File: src/rtl/hz_pkg.sv
package hz_pkg;
  typedef enum logic [1:0] {
    SRC_RF    = 2'b00,
    SRC_EXMEM = 2'b01,
    SRC_MEMWB = 2'b10
  } opnd_src_e;
endpackage

File: src/rtl/hz_dest_match.sv
module hz_dest_match #(
  parameter int REG_W = 5
) (
  input  logic [REG_W-1:0] src,
  input  logic [REG_W-1:0] dst,
  input  logic             dst_wen,
  output logic             hit
);
  localparam logic [REG_W-1:0] ZERO_REG = '0;
  // register 0 is hardwired, so it is never a producer
  assign hit = dst_wen && (dst != ZERO_REG) && (dst == src);
endmodule

File: src/rtl/hz_operand_sel.sv
module hz_operand_sel #(
  parameter int REG_W = 5
) (
  input  logic [REG_W-1:0]  src,
  input  logic [REG_W-1:0]  mem_rd,
  input  logic              mem_wen,
  input  logic [REG_W-1:0]  wb_rd,
  input  logic              wb_wen,
  output hz_pkg::opnd_src_e sel
);
  logic near_hit, far_hit;

  hz_dest_match #(.REG_W(REG_W)) u_near (
    .src(src), .dst(mem_rd), .dst_wen(mem_wen), .hit(near_hit)
  );
  hz_dest_match #(.REG_W(REG_W)) u_far (
    .src(src), .dst(wb_rd), .dst_wen(wb_wen), .hit(far_hit)
  );

  // younger producer wins
  always_comb begin
    if (near_hit)     sel = hz_pkg::SRC_EXMEM;
    else if (far_hit) sel = hz_pkg::SRC_MEMWB;
    else              sel = hz_pkg::SRC_RF;
  end
endmodule

File: src/rtl/hz_interlock.sv
module hz_interlock #(
  parameter int REG_W = 5,
  parameter int NWIN  = 1
) (
  input  logic [1:0][REG_W-1:0]    src,
  input  logic [1:0]               src_used,
  input  logic [NWIN-1:0][REG_W-1:0] win_rd,
  input  logic [NWIN-1:0]          win_wen,
  output logic                     stall
);
  localparam int NSRC = 2;
  localparam int NCMP = NSRC * NWIN;

  logic [NCMP-1:0] cmp_hit;

  for (genvar w = 0; w < NWIN; w++) begin : g_win
    for (genvar s = 0; s < NSRC; s++) begin : g_src
      logic raw_hit;
      hz_dest_match #(.REG_W(REG_W)) u_cmp (
        .src(src[s]), .dst(win_rd[w]), .dst_wen(win_wen[w]), .hit(raw_hit)
      );
      assign cmp_hit[w*NSRC+s] = raw_hit && src_used[s];
    end
  end

  assign stall = |cmp_hit;
endmodule

File: src/rtl/pipe_hazard_ctrl.sv
module pipe_hazard_ctrl #(
  parameter int REG_W  = 5,
  parameter int FWD_EN = 1
) (
  input  logic [REG_W-1:0] id_rs1,
  input  logic [REG_W-1:0] id_rs2,
  input  logic             id_rs1_used,
  input  logic             id_rs2_used,
  input  logic [REG_W-1:0] ex_rs1,
  input  logic [REG_W-1:0] ex_rs2,
  input  logic [REG_W-1:0] ex_rd,
  input  logic             ex_wen,
  input  logic             ex_load,
  input  logic [REG_W-1:0] mem_rd,
  input  logic             mem_wen,
  input  logic [REG_W-1:0] wb_rd,
  input  logic             wb_wen,
  output logic [1:0]       fwd_a,
  output logic [1:0]       fwd_b,
  output logic             stall,
  output logic             bubble
);
  logic [1:0][REG_W-1:0] id_src;
  logic [1:0]            id_used;
  logic                  hold;

  assign id_src  = {id_rs2, id_rs1};
  assign id_used = {id_rs2_used, id_rs1_used};

  if (FWD_EN != 0) begin : g_fwd
    logic [1:0][REG_W-1:0] ex_src;
    hz_pkg::opnd_src_e     sel [2];
    logic [0:0][REG_W-1:0] win_rd;
    logic [0:0]            win_wen;

    assign ex_src = {ex_rs2, ex_rs1};

    for (genvar k = 0; k < 2; k++) begin : g_opnd
      hz_operand_sel #(.REG_W(REG_W)) u_sel (
        .src(ex_src[k]), .mem_rd(mem_rd), .mem_wen(mem_wen),
        .wb_rd(wb_rd), .wb_wen(wb_wen), .sel(sel[k])
      );
    end

    assign fwd_a = sel[0];
    assign fwd_b = sel[1];

    // only a load in execute is too late to bypass
    assign win_rd[0]  = ex_rd;
    assign win_wen[0] = ex_wen && ex_load;

    hz_interlock #(.REG_W(REG_W), .NWIN(1)) u_lock (
      .src(id_src), .src_used(id_used),
      .win_rd(win_rd), .win_wen(win_wen), .stall(hold)
    );
  end else begin : g_nofwd
    logic [1:0][REG_W-1:0] win_rd;
    logic [1:0]            win_wen;

    assign fwd_a = hz_pkg::SRC_RF;
    assign fwd_b = hz_pkg::SRC_RF;

    // wait until the producer reaches writeback
    assign win_rd  = {mem_rd, ex_rd};
    assign win_wen = {mem_wen, ex_wen};

    hz_interlock #(.REG_W(REG_W), .NWIN(2)) u_lock (
      .src(id_src), .src_used(id_used),
      .win_rd(win_rd), .win_wen(win_wen), .stall(hold)
    );
  end

  assign stall  = hold;
  assign bubble = hold;
endmodule

File: config.mk
export PLATFORM = sky130hd
export DESIGN_NAME = pipe_hazard_ctrl
export DESIGN_NICKNAME = d
export VERILOG_FILES = /design/src/rtl/hz_pkg.sv /design/src/rtl/hz_dest_match.sv /design/src/rtl/hz_operand_sel.sv /design/src/rtl/hz_interlock.sv /design/src/rtl/pipe_hazard_ctrl.sv
export SDC_FILE = /design/constraint.sdc
export NUM_CORES = 1
export LEC_CHECK = 0
export CELL_PAD_IN_SITES_DETAIL_PLACEMENT = 0
export CELL_PAD_IN_SITES_GLOBAL_PLACEMENT = 1
export CORE_UTILIZATION = 20
export DETAILED_ROUTE_END_ITERATION = 8
export GPL_TIMING_DRIVEN = 0
export PLACE_DENSITY_LB_ADDON = 0.25
export SETUP_SLACK_MARGIN = 0.15
export SLEW_MARGIN = 20
export SYNTH_ARGS = -nofsm -noshare
export SYNTH_HDL_FRONTEND = slang
export SYNTH_SLANG_ARGS = --single-unit
File: constraint.sdc
create_clock -name vclk -period 1.98
set_input_delay 0.297 -clock vclk [all_inputs]
set_output_delay 0.297 -clock vclk [all_outputs]
set_load 0.02 [all_outputs]
Word level (Yosys, flattened, before mapping) --
Index checks and enable logic that the tools add are counted.
Storage, ports and cells: bits of input ports 41, output and inout port bits 6, register bits after elaboration 0, word-level logic and storage cells 26
Cells by class: reductions and logical operators 16, mux-type cells 4, eq/ne operators 6
Operator list (count):
- equality test 5 bit | 6
- nonzero test 5 bit | 3
- logical AND 1 bit | 12
- 2-to-1 mux 2 bit | 4
- OR reduction 2 bit | 1

Depth between registers and ports, before layout --
Gate-level depths: netlist of the first run.
word-level depth 5, gate-level depth with buffers 5, gate-level depth less buffers 4

Hierarchy --
Synthesis of the first run repeated with hierarchy kept, for this count alone.
Unflattened totals: cells, all modules 67, area total of the unflattened synthesis 523.0 µm²
Modules (own cells, without submodules):
- hz_dest_match | cells each 10, area an instance 76.3 µm², times used 6, seq. area each 0.0 µm²
- hz_operand_sel | cells each 2, area an instance 21.3 µm², times used 2, seq. area each 0.0 µm²
- pipe_hazard_ctrl | cells each 2, area an instance 13.8 µm², times used 1, seq. area each 0.0 µm²
- hz_interlock | cells each 1, area an instance 8.8 µm², times used 1, seq. area each 0.0 µm²

Worst setup path after synthesis of the first run --
Ideal clock, no wire load.
path kind input-to-output, start point in mem_rd[0], end point out fwd_a[1], path slack 0.124 ns, buffers on the path 0, arrival 1.559 ns, required time 1.683 ns, stages on the path 4, path through or4_1 -> o21ai_2 -> nor4_1 -> nor4_2
Between the ends: word-level cells in the longest chain between the ends 4, elaborated cells between the ends (all ways) 5, classes of those cells 1 x eq/ne; 1 x mux; 3 x reduce/logical
RTL lines:
- from (decl) | line pipe_hazard_ctrl.sv:14 | input logic [REG_W-1:0] mem_rd,
- nonzero test 5 bit | line hz_dest_match.sv:11 | assign hit = dst_wen && (dst != ZERO_REG) && (dst == src);
- logical AND 1 bit | line hz_dest_match.sv:11
- logical AND 1 bit (*) | line hz_dest_match.sv:11
- net g_fwd.g_opnd[0].u_sel.near_hit | line hz_operand_sel.sv:11 | logic near_hit, far_hit;
- 2-to-1 mux 2 bit (*) | line hz_operand_sel.sv:22 | if (near_hit) sel = hz_pkg::SRC_EXMEM;
- to (decl) | line pipe_hazard_ctrl.sv:18 | output logic [1:0] fwd_a,
The timed path passes the listed nets; every way through them passes the cells marked *.

Worst setup path after layout of the first run --
start point in ex_rs1[0], end point out fwd_a[1]
Between the ends: word-level cells in the longest chain between the ends 4, elaborated cells between the ends (all ways) 6, classes of those cells 2 x eq/ne; 2 x mux; 2 x reduce/logical
RTL lines:
- from (decl) | line pipe_hazard_ctrl.sv:9 | input logic [REG_W-1:0] ex_rs1,
- equality test 5 bit | line hz_dest_match.sv:11
- logical AND 1 bit | line hz_dest_match.sv:11
- 2-to-1 mux 2 bit | line hz_operand_sel.sv:23 | else if (far_hit) sel = hz_pkg::SRC_MEMWB;
- 2-to-1 mux 2 bit (*) | line hz_operand_sel.sv:22
Mark *: on every way between the ends. The rest lies on a longest branch, timed or not.

==> results.rst, run 1 <==
.. list-table::
   :header-rows: 1

   * - Metric
     - Value
   * - Count of clock-net buffers in the final layout
     - 0
   * - Combinational share of power
     - 100.0%
   * - Placement row count
     - 16
   * - Mean routed wirelength per cell
     - 11.6 um
   * - Routability-driven placement congestion ratio
     - 0.734
   * - Cell Count Post-Placement
     - 126
   * - Sum of met3 wire segment lengths after detailed routing
     - 104 um
   * - DRC marker count from the first detailed-route iteration
     - 0
   * - Final cell count without fillers
     - 128
   * - Largest net degree at the start of global routing
     - 4
   * - Effective utilization at floorplan
     - 21.4%
   * - Distinct cell type count of the synthesized netlist
     - 11
   * - Fraction of final layout cells with drive strength greater than 1
     - 45.5%
   * - Number of fill cells in the layout
     - 215
   * - Largest vdd supply drop
     - 0.0697 mV
   * - Mapped Cells
     - 52
   * - First-pass GRT wire length
     - 2090 um
   * - Power density relative to cell area
     - 184 nW/um^2
   * - Non-Filler Cell Area, Final
     - 958 um^2
   * - Met2 WL post-DR
     - 764 um
   * - Slew of the pin with the lowest slew margin
     - 307 ps
   * - Post-synth design cell area
     - 419 um^2
   * - Topmost layer with routed signal wires
     - met3
   * - Net Sw Frac
     - 43.0%
   * - Post-Place Cell Area
     - 923 um^2
   * - Max-cap violation count
     - 0
   * - Router iterations before antenna repair
     - 1
   * - Category of the worst setup path launch point
     - input port
   * - Cell internal power dissipation
     - 100 uW
   * - Net Switching
     - 75.7 uW
   * - Horizontal die dimension
     - 47.8 um
   * - Number of buffers inserted by port buffering
     - 47
   * - Wire length the detailed router placed on met1
     - 610 um
   * - Setup-violating endpoint count in the final report
     - 0
   * - Total GRT Usage
     - 12.6%
   * - Flop pwr share
     - 0%
   * - Post-route clock period utilization
     - 93.1%
   * - Count of synthesis-stage warnings from yosys
     - 0
   * - Max_slew headroom
     - 79.4%
   * - CP Class
     - input port to output pin
   * - Critical path data arrival time
     - 1550 ps
   * - Placeable core area
     - 1960 um^2
   * - Kind of end point of the critical path
     - output pin
   * - Leak pwr
     - 0.000423 uW
   * - Number of antenna repair diodes
     - 0
   * - Via count of the first global-routing pass
     - 520
   * - DIE AREA
     - 2280 um^2
   * - Synth Net Count
     - 93
   * - Final critical-path required period
     - 1840 ps
   * - Number of pins exceeding their max-slew limit in the final report
     - 0
   * - Unrepaired setup endpoints after global routing
     - true
   * - Achievable Freq
     - 0.542 GHz
   * - Total congestion overflow
     - 0
   * - Hold Path Class
     - input port to output pin
   * - FF+latch area
     - 0 um^2
   * - Result of the run
     - complete, no violations
   * - Number of top-level design ports
     - 47
   * - Antenna violations before repair
     - 0
   * - Portion of total power attributed to the clock network
     - 0%
   * - HPWL Detailed
     - 1210 um
   * - Number of nets at the end of the flow
     - 144
   * - Mean Syn Cell Area
     - 8.06 um^2
   * - Seq cells
     - 0
   * - Sequential cell area fraction in the yosys report
     - 0%
   * - Detail-routed via count per cell
     - 4.33
   * - Area Growth Syn to Fin
     - 129%
   * - Height of the die
     - 47.8 um
   * - Final hold violations
     - 0
   * - Post-detailed-route count of antenna-violating nets
     - 0
   * - Critical path peak fanout
     - 2
   * - Vias after detailed routing
     - 554
   * - Req. time, crit path
     - 1680 ps
   * - Aggregate routed wire length
     - 1480 um
   * - Residual DRC count
     - 0
-- stage by stage --
stage / utilization [%] / TNS [ps] / power (uW) / hold slack (ps) / worst slack (ps)
finish: 48.9 / 0 / 176 / 1050 / 136
global route: 48.9 / 0 / 190 / 1080 / 94.8
CTS: 47.7 / 0 / 167 / 1090 / 4.80
detailed placement: 47.1 / -4260 / 169 / 1670 / -863
global placement: 47.1 / -4290 / 169 / 1670 / -871
floorplan: - / 0 / 56.9 / 760 / 193
-- cell usage after synthesis, drive strengths merged --
master	instances	area share, %
a21oi	1	1.2
buf	3	5.4
nand3	4	4.8
nor4	6	12
o211ai	1	1.8
o21ai	2	3.3
or4	5	9.0
xnor2	8	17
xor2	22	46
-- cell usage in the layout (no fill, tap or decap), types with 4 or more instances in the layout --
| cell type | Yosys | routed |
|---|---|---|
| sky130_fd_sc_hd__buf_4 | 3 | 10 |
| sky130_fd_sc_hd__xor2_1 | 22 | 22 |
| sky130_fd_sc_hd__xnor2_1 | 8 | 8 |
| sky130_fd_sc_hd__buf_2 | 0 | 6 |
| sky130_fd_sc_hd__clkbuf_2 | 0 | 8 |
| sky130_fd_sc_hd__dlygate4sd2_1 | 0 | 7 |
| sky130_fd_sc_hd__clkdlybuf4s50_1 | 0 | 6 |
| sky130_fd_sc_hd__or4_4 | 0 | 4 |
| sky130_fd_sc_hd__nand3_1 | 4 | 4 |
| sky130_fd_sc_hd__buf_6 | 0 | 6 |
-- path summary, 6_finish.rpt --
kind | startpoint | endpoint | slack, ps | cells past startpoint
setup / recovery | ex_rs1[0] | fwd_a[1] | 140 | 5
hold / removal | wb_rd[3] | fwd_b[1] | 1050 | 4
-- area by class of cell --
cell class,instances,area (um^2),area share [%]
timing repair buffer,49,424,44.3
multi-input combinational,49,478,49.9
tap,27,33.8,3.52
buffer,3,22.5,2.35
-- critical path, stage by stage --
cell,delay [ps]
sky130_fd_sc_hd__buf_6,100
sky130_fd_sc_hd__xor2_1,150
sky130_fd_sc_hd__or4_4,550
sky130_fd_sc_hd__nor4_4,280
sky130_fd_sc_hd__buf_4,180
-- power by group through the flow --
stage          Combinational [uW]  Clock [uW]  Sequential [uW]
5_1_grt                       190           0                0
6_report                      176           0                0
2_1_floorplan                56.9           0                0
4_1_cts                       167           0                0
3_5_place_dp                  169           0                0
3_3_place_gp                  169           0                0
-- metal layers --
| metal | global-route usage, % | vias to the layer above |
|---|---|---|
| met1 | 16.7 | 248 |
| met2 | 23.2 | 22 |
| met5 | 0 | - |
| met3 | 1.51 | 0 |
| met4 | 0 | 0 |
| li1 | - | 284 |
-- kinds of logic (layout without fill, tap and decap cells) --
logic type / after synthesis / in the layout / synth area share (%)
XOR/XNOR: 30 / 30 / 62.7
AND/OR/NAND/NOR: 15 / 15 / 25.7
AO/OA/AOI/OAI: 4 / 4 / 6.27
buffers and inverters: 3 / 52 / 5.37
-- repair_timing --
action	4_1_cts	5_1_grt
hold buffers	0	0
pin swaps	17	19
gates cloned	0	0
setup buffers	1	1
endpoints found under the setup margin	6	6
gates resized for setup	103	58
Power figures use the tool's default switching activity.
==> run 2: changes to the inputs <==
--- a/config.mk
+++ b/config.mk
@@ -10,9 +10,9 @@
 export CORE_UTILIZATION = 20
 export DETAILED_ROUTE_END_ITERATION = 8
 export GPL_TIMING_DRIVEN = 0
-export PLACE_DENSITY_LB_ADDON = 0.25
+export PLACE_DENSITY = 0.91
 export SETUP_SLACK_MARGIN = 0.15
-export SLEW_MARGIN = 20
+export SLEW_MARGIN = 25
 export SYNTH_ARGS = -nofsm -noshare
 export SYNTH_HDL_FRONTEND = slang
 export SYNTH_SLANG_ARGS = --single-unit
==> run 2 against run 1 <==
Critical path depth up 1. Setup slack got worse by 11 ps. Non-clock buffer count did not move. Via count up 4.7%. Sequential cell count is the same. Combinational power about the same. First-iteration DRC count is 1 higher. Core utilization decreased by 0.32 points. Largest power group unchanged.
==> results.rst, run 2 (same netlist as run 1, synthesis figures left out) <==
.. list-table::
   :header-rows: 1

   * - Metric
     - Value
   * - Launch point of the worst hold path
     - ex_rd[2]
   * - FF+latch area
     - 0 um^2 (unchanged)
   * - Via count of the first global-routing pass
     - 577 (+11%)
   * - Antenna violations before repair
     - 0 (unchanged)
   * - Post-detailed-route count of antenna-violating nets
     - 0 (unchanged)
   * - Router iterations before antenna repair
     - 2 (+1)
   * - Net Sw Frac
     - 43.7% (+0.71 points)
   * - Routability-driven placement congestion ratio
     - 0.817 (+11%)
   * - CP Class
     - input port to output pin
   * - Achievable Freq
     - 0.539 GHz (-0.57%)
   * - Total congestion overflow
     - 0 (unchanged)
   * - Category of the worst setup path launch point
     - input port
   * - Net Switching
     - 77.5 uW (+2.3%)
   * - Max-cap violation count
     - 0 (unchanged)
   * - Horizontal die dimension
     - 47.8 um (unchanged)
   * - Power density relative to cell area
     - 186 nW/um^2 (+1.3%)
   * - Number of pins exceeding their max-slew limit in the final report
     - 0 (unchanged)
   * - Cell internal power dissipation
     - 99.7 uW (-0.62%)
   * - Critical path peak fanout
     - 2 (unchanged)
   * - Met1 Use GR
     - 10.7% (-6.0 points)
   * - Number of buffers inserted by port buffering
     - 47 (unchanged)
   * - Setup-violating endpoint count in the final report
     - 0 (unchanged)
   * - Aggregate routed wire length
     - 1650 um (+11%)
   * - Result of the run
     - complete, no violations
   * - Placeable core area
     - 1960 um^2 (unchanged)
   * - Total GRT Usage
     - 13.5% (+0.84 points)
   * - Number of nets at the end of the flow
     - 144 (unchanged)
   * - Final cell count without fillers
     - 128 (unchanged)
   * - Hold Path Class
     - input port to output pin
   * - Flop pwr share
     - 0% (unchanged)
   * - Max_slew headroom
     - 80.6% (+1.2 points)
   * - Kind of end point of the critical path
     - output pin
   * - Global routing's busiest layer
     - met2
   * - Post-route clock period utilization
     - 93.7% (+0.54 points)
   * - Effective utilization at floorplan
     - 21.4% (unchanged)
   * - Commonest cells after routing, fill and taps aside
     - sky130_fd_sc_hd__xor2_1 (21), sky130_fd_sc_hd__buf_4 (10), sky130_fd_sc_hd__clkbuf_2 (9)
   * - Detail-routed via count per cell
     - 4.53 (+4.7%)
   * - Placement row count
     - 16 (unchanged)
   * - Delay of the slowest cell on the worst path
     - 530 ps (-20 ps)
   * - Req. time, crit path
     - 1680 ps (about the same)
   * - Height of the die
     - 47.8 um (unchanged)
   * - Number of fill cells in the layout
     - 201 (-6.5%)
   * - Unrepaired setup endpoints after global routing
     - true
   * - DRC marker count from the first detailed-route iteration
     - 1 (+1)
   * - Combinational share of power
     - 100.0% (about the same)
   * - DIE AREA
     - 2280 um^2 (unchanged)
   * - Worst hold margin
     - 1080 ps (+26.3 ps)
   * - First-pass GRT wire length
     - 2240 um (+7.3%)
   * - Number of stages on the worst hold path
     - 5 (+1)
   * - Seq cells
     - 0 (unchanged)
   * - Most common cell after layout, fill and taps aside
     - sky130_fd_sc_hd__xor2_1
   * - Residual DRC count
     - 0 (unchanged)
   * - Sequence of cells on the critical path
     - buf_8 -> or4_4 -> o21ai_4 -> nor4_4 -> nor4_2 -> buf_4
   * - Fraction of final layout cells with drive strength greater than 1
     - 46.5% (+0.99 points)
   * - Vias after detailed routing
     - 580 (+4.7%)
   * - Number of antenna repair diodes
     - 0 (unchanged)
   * - Portion of total power attributed to the clock network
     - 0% (unchanged)
   * - Count of clock-net buffers in the final layout
     - 0 (unchanged)
   * - HPWL Detailed
     - 1340 um (+11%)
   * - Largest vdd supply drop
     - 0.0757 mV (+8.7%)
   * - Global routing met3 resource utilization
     - 3.77% (+2.3 points)
   * - Worst Hold End
     - bubble
   * - Mean routed wirelength per cell
     - 12.9 um (+11%)
   * - Global-route met2 utilization
     - 30.8% (+7.6 points)
   * - Slew of the pin with the lowest slew margin
     - 289 ps (-17.9 ps)
   * - Number of top-level design ports
     - 47 (unchanged)
   * - Critical path data arrival time
     - 1560 ps (about the same)
   * - Leak pwr
     - 0.000412 uW (-2.7%)
   * - Cell Count Post-Placement
     - 126 (unchanged)
   * - Master of the slowest instance on the critical path
     - sky130_fd_sc_hd__or4_4
   * - Area Growth Syn to Fin
     - 127%
   * - Final hold violations
     - 0 (unchanged)
   * - Final critical-path required period
     - 1850 ps (+10.7 ps)
   * - Largest net degree at the start of global routing
     - 4 (unchanged)
==> run 2: changes by cell type in the layout (fill, tap and decap cells not counted), sizes merged <==
cell / change
clkbuf: +1
clkdlybuf4s15: -1
clkdlybuf4s50: +1
dlymetal6s2s: -1
==> run 2: metrics by stage <==
stage / util [%] / power (uW) / worst slack [ps] / cell area (um^2) / TNS, ps
2_1_floorplan: - / 56.9 / 193 / 419 / 0
3_3_place_gp: 47.1 / 167 / -869 / 923 / -4210
3_5_place_dp: 47.1 / 170 / -858 / 923 / -4240
4_1_cts: 47.4 / 165 / 4.99 / 930 / 0
5_1_grt: 48.5 / 190 / 81.2 / 952 / 0
6_report: 48.5 / 177 / 125 / 952 / 0
==> run 2: per-layer routing <==
metal  routed length (um)  part of all wire [%]
met1                  512                    31
met2                  817                    50
met3                  275                    17
met4                   45                   2.7
met5                    0                     0
==> run 2: cell type report <==
type	count	area [um^2]	share of cell area [%]
multi-input cells	49	478	50.2
well taps	27	33.8	3.55
plain buffers	3	22.5	2.37
repair buffers	49	418	43.9
==> run 2: how the worst max path moves through the flow <==
| stage | startpoint | to | depth (start not counted) |
|---|---|---|---|
| final | mem_rd[3] | fwd_a[1] | 6 |
| after global placement | wb_rd[2] | fwd_b[1] | 6 |
| after CTS | mem_rd[3] | fwd_b[1] | 6 |
| after detailed placement | wb_rd[3] | fwd_b[1] | 6 |
| after floorplan | wb_rd[3] | fwd_a[1] | 4 |
| after global routing | ex_rs2[0] | fwd_b[1] | 5 |
==> run 2: worst max-delay path, delay by kind of cell <==
family,cells,cell delay [ps]
compound gates,1,210
buf+inv,2,280
simple gates,3,760
==> run 2: repair_timing <==
item,in CTS,in global routing
endpoints found under the setup margin,6,6
setup buffers,1,1
hold buffers,0,0
pin swaps,19,18
resized for setup,100,61
==> run 2: power by group through the flow <==
stage | Clock (uW) | Combinational [uW] | Sequential, uW
after floorplan | 0 | 56.9 | 0
after global routing | 0 | 190 | 0
after detailed placement | 0 | 170 | 0
final | 0 | 177 | 0
after CTS | 0 | 165 | 0
after global placement | 0 | 167 | 0
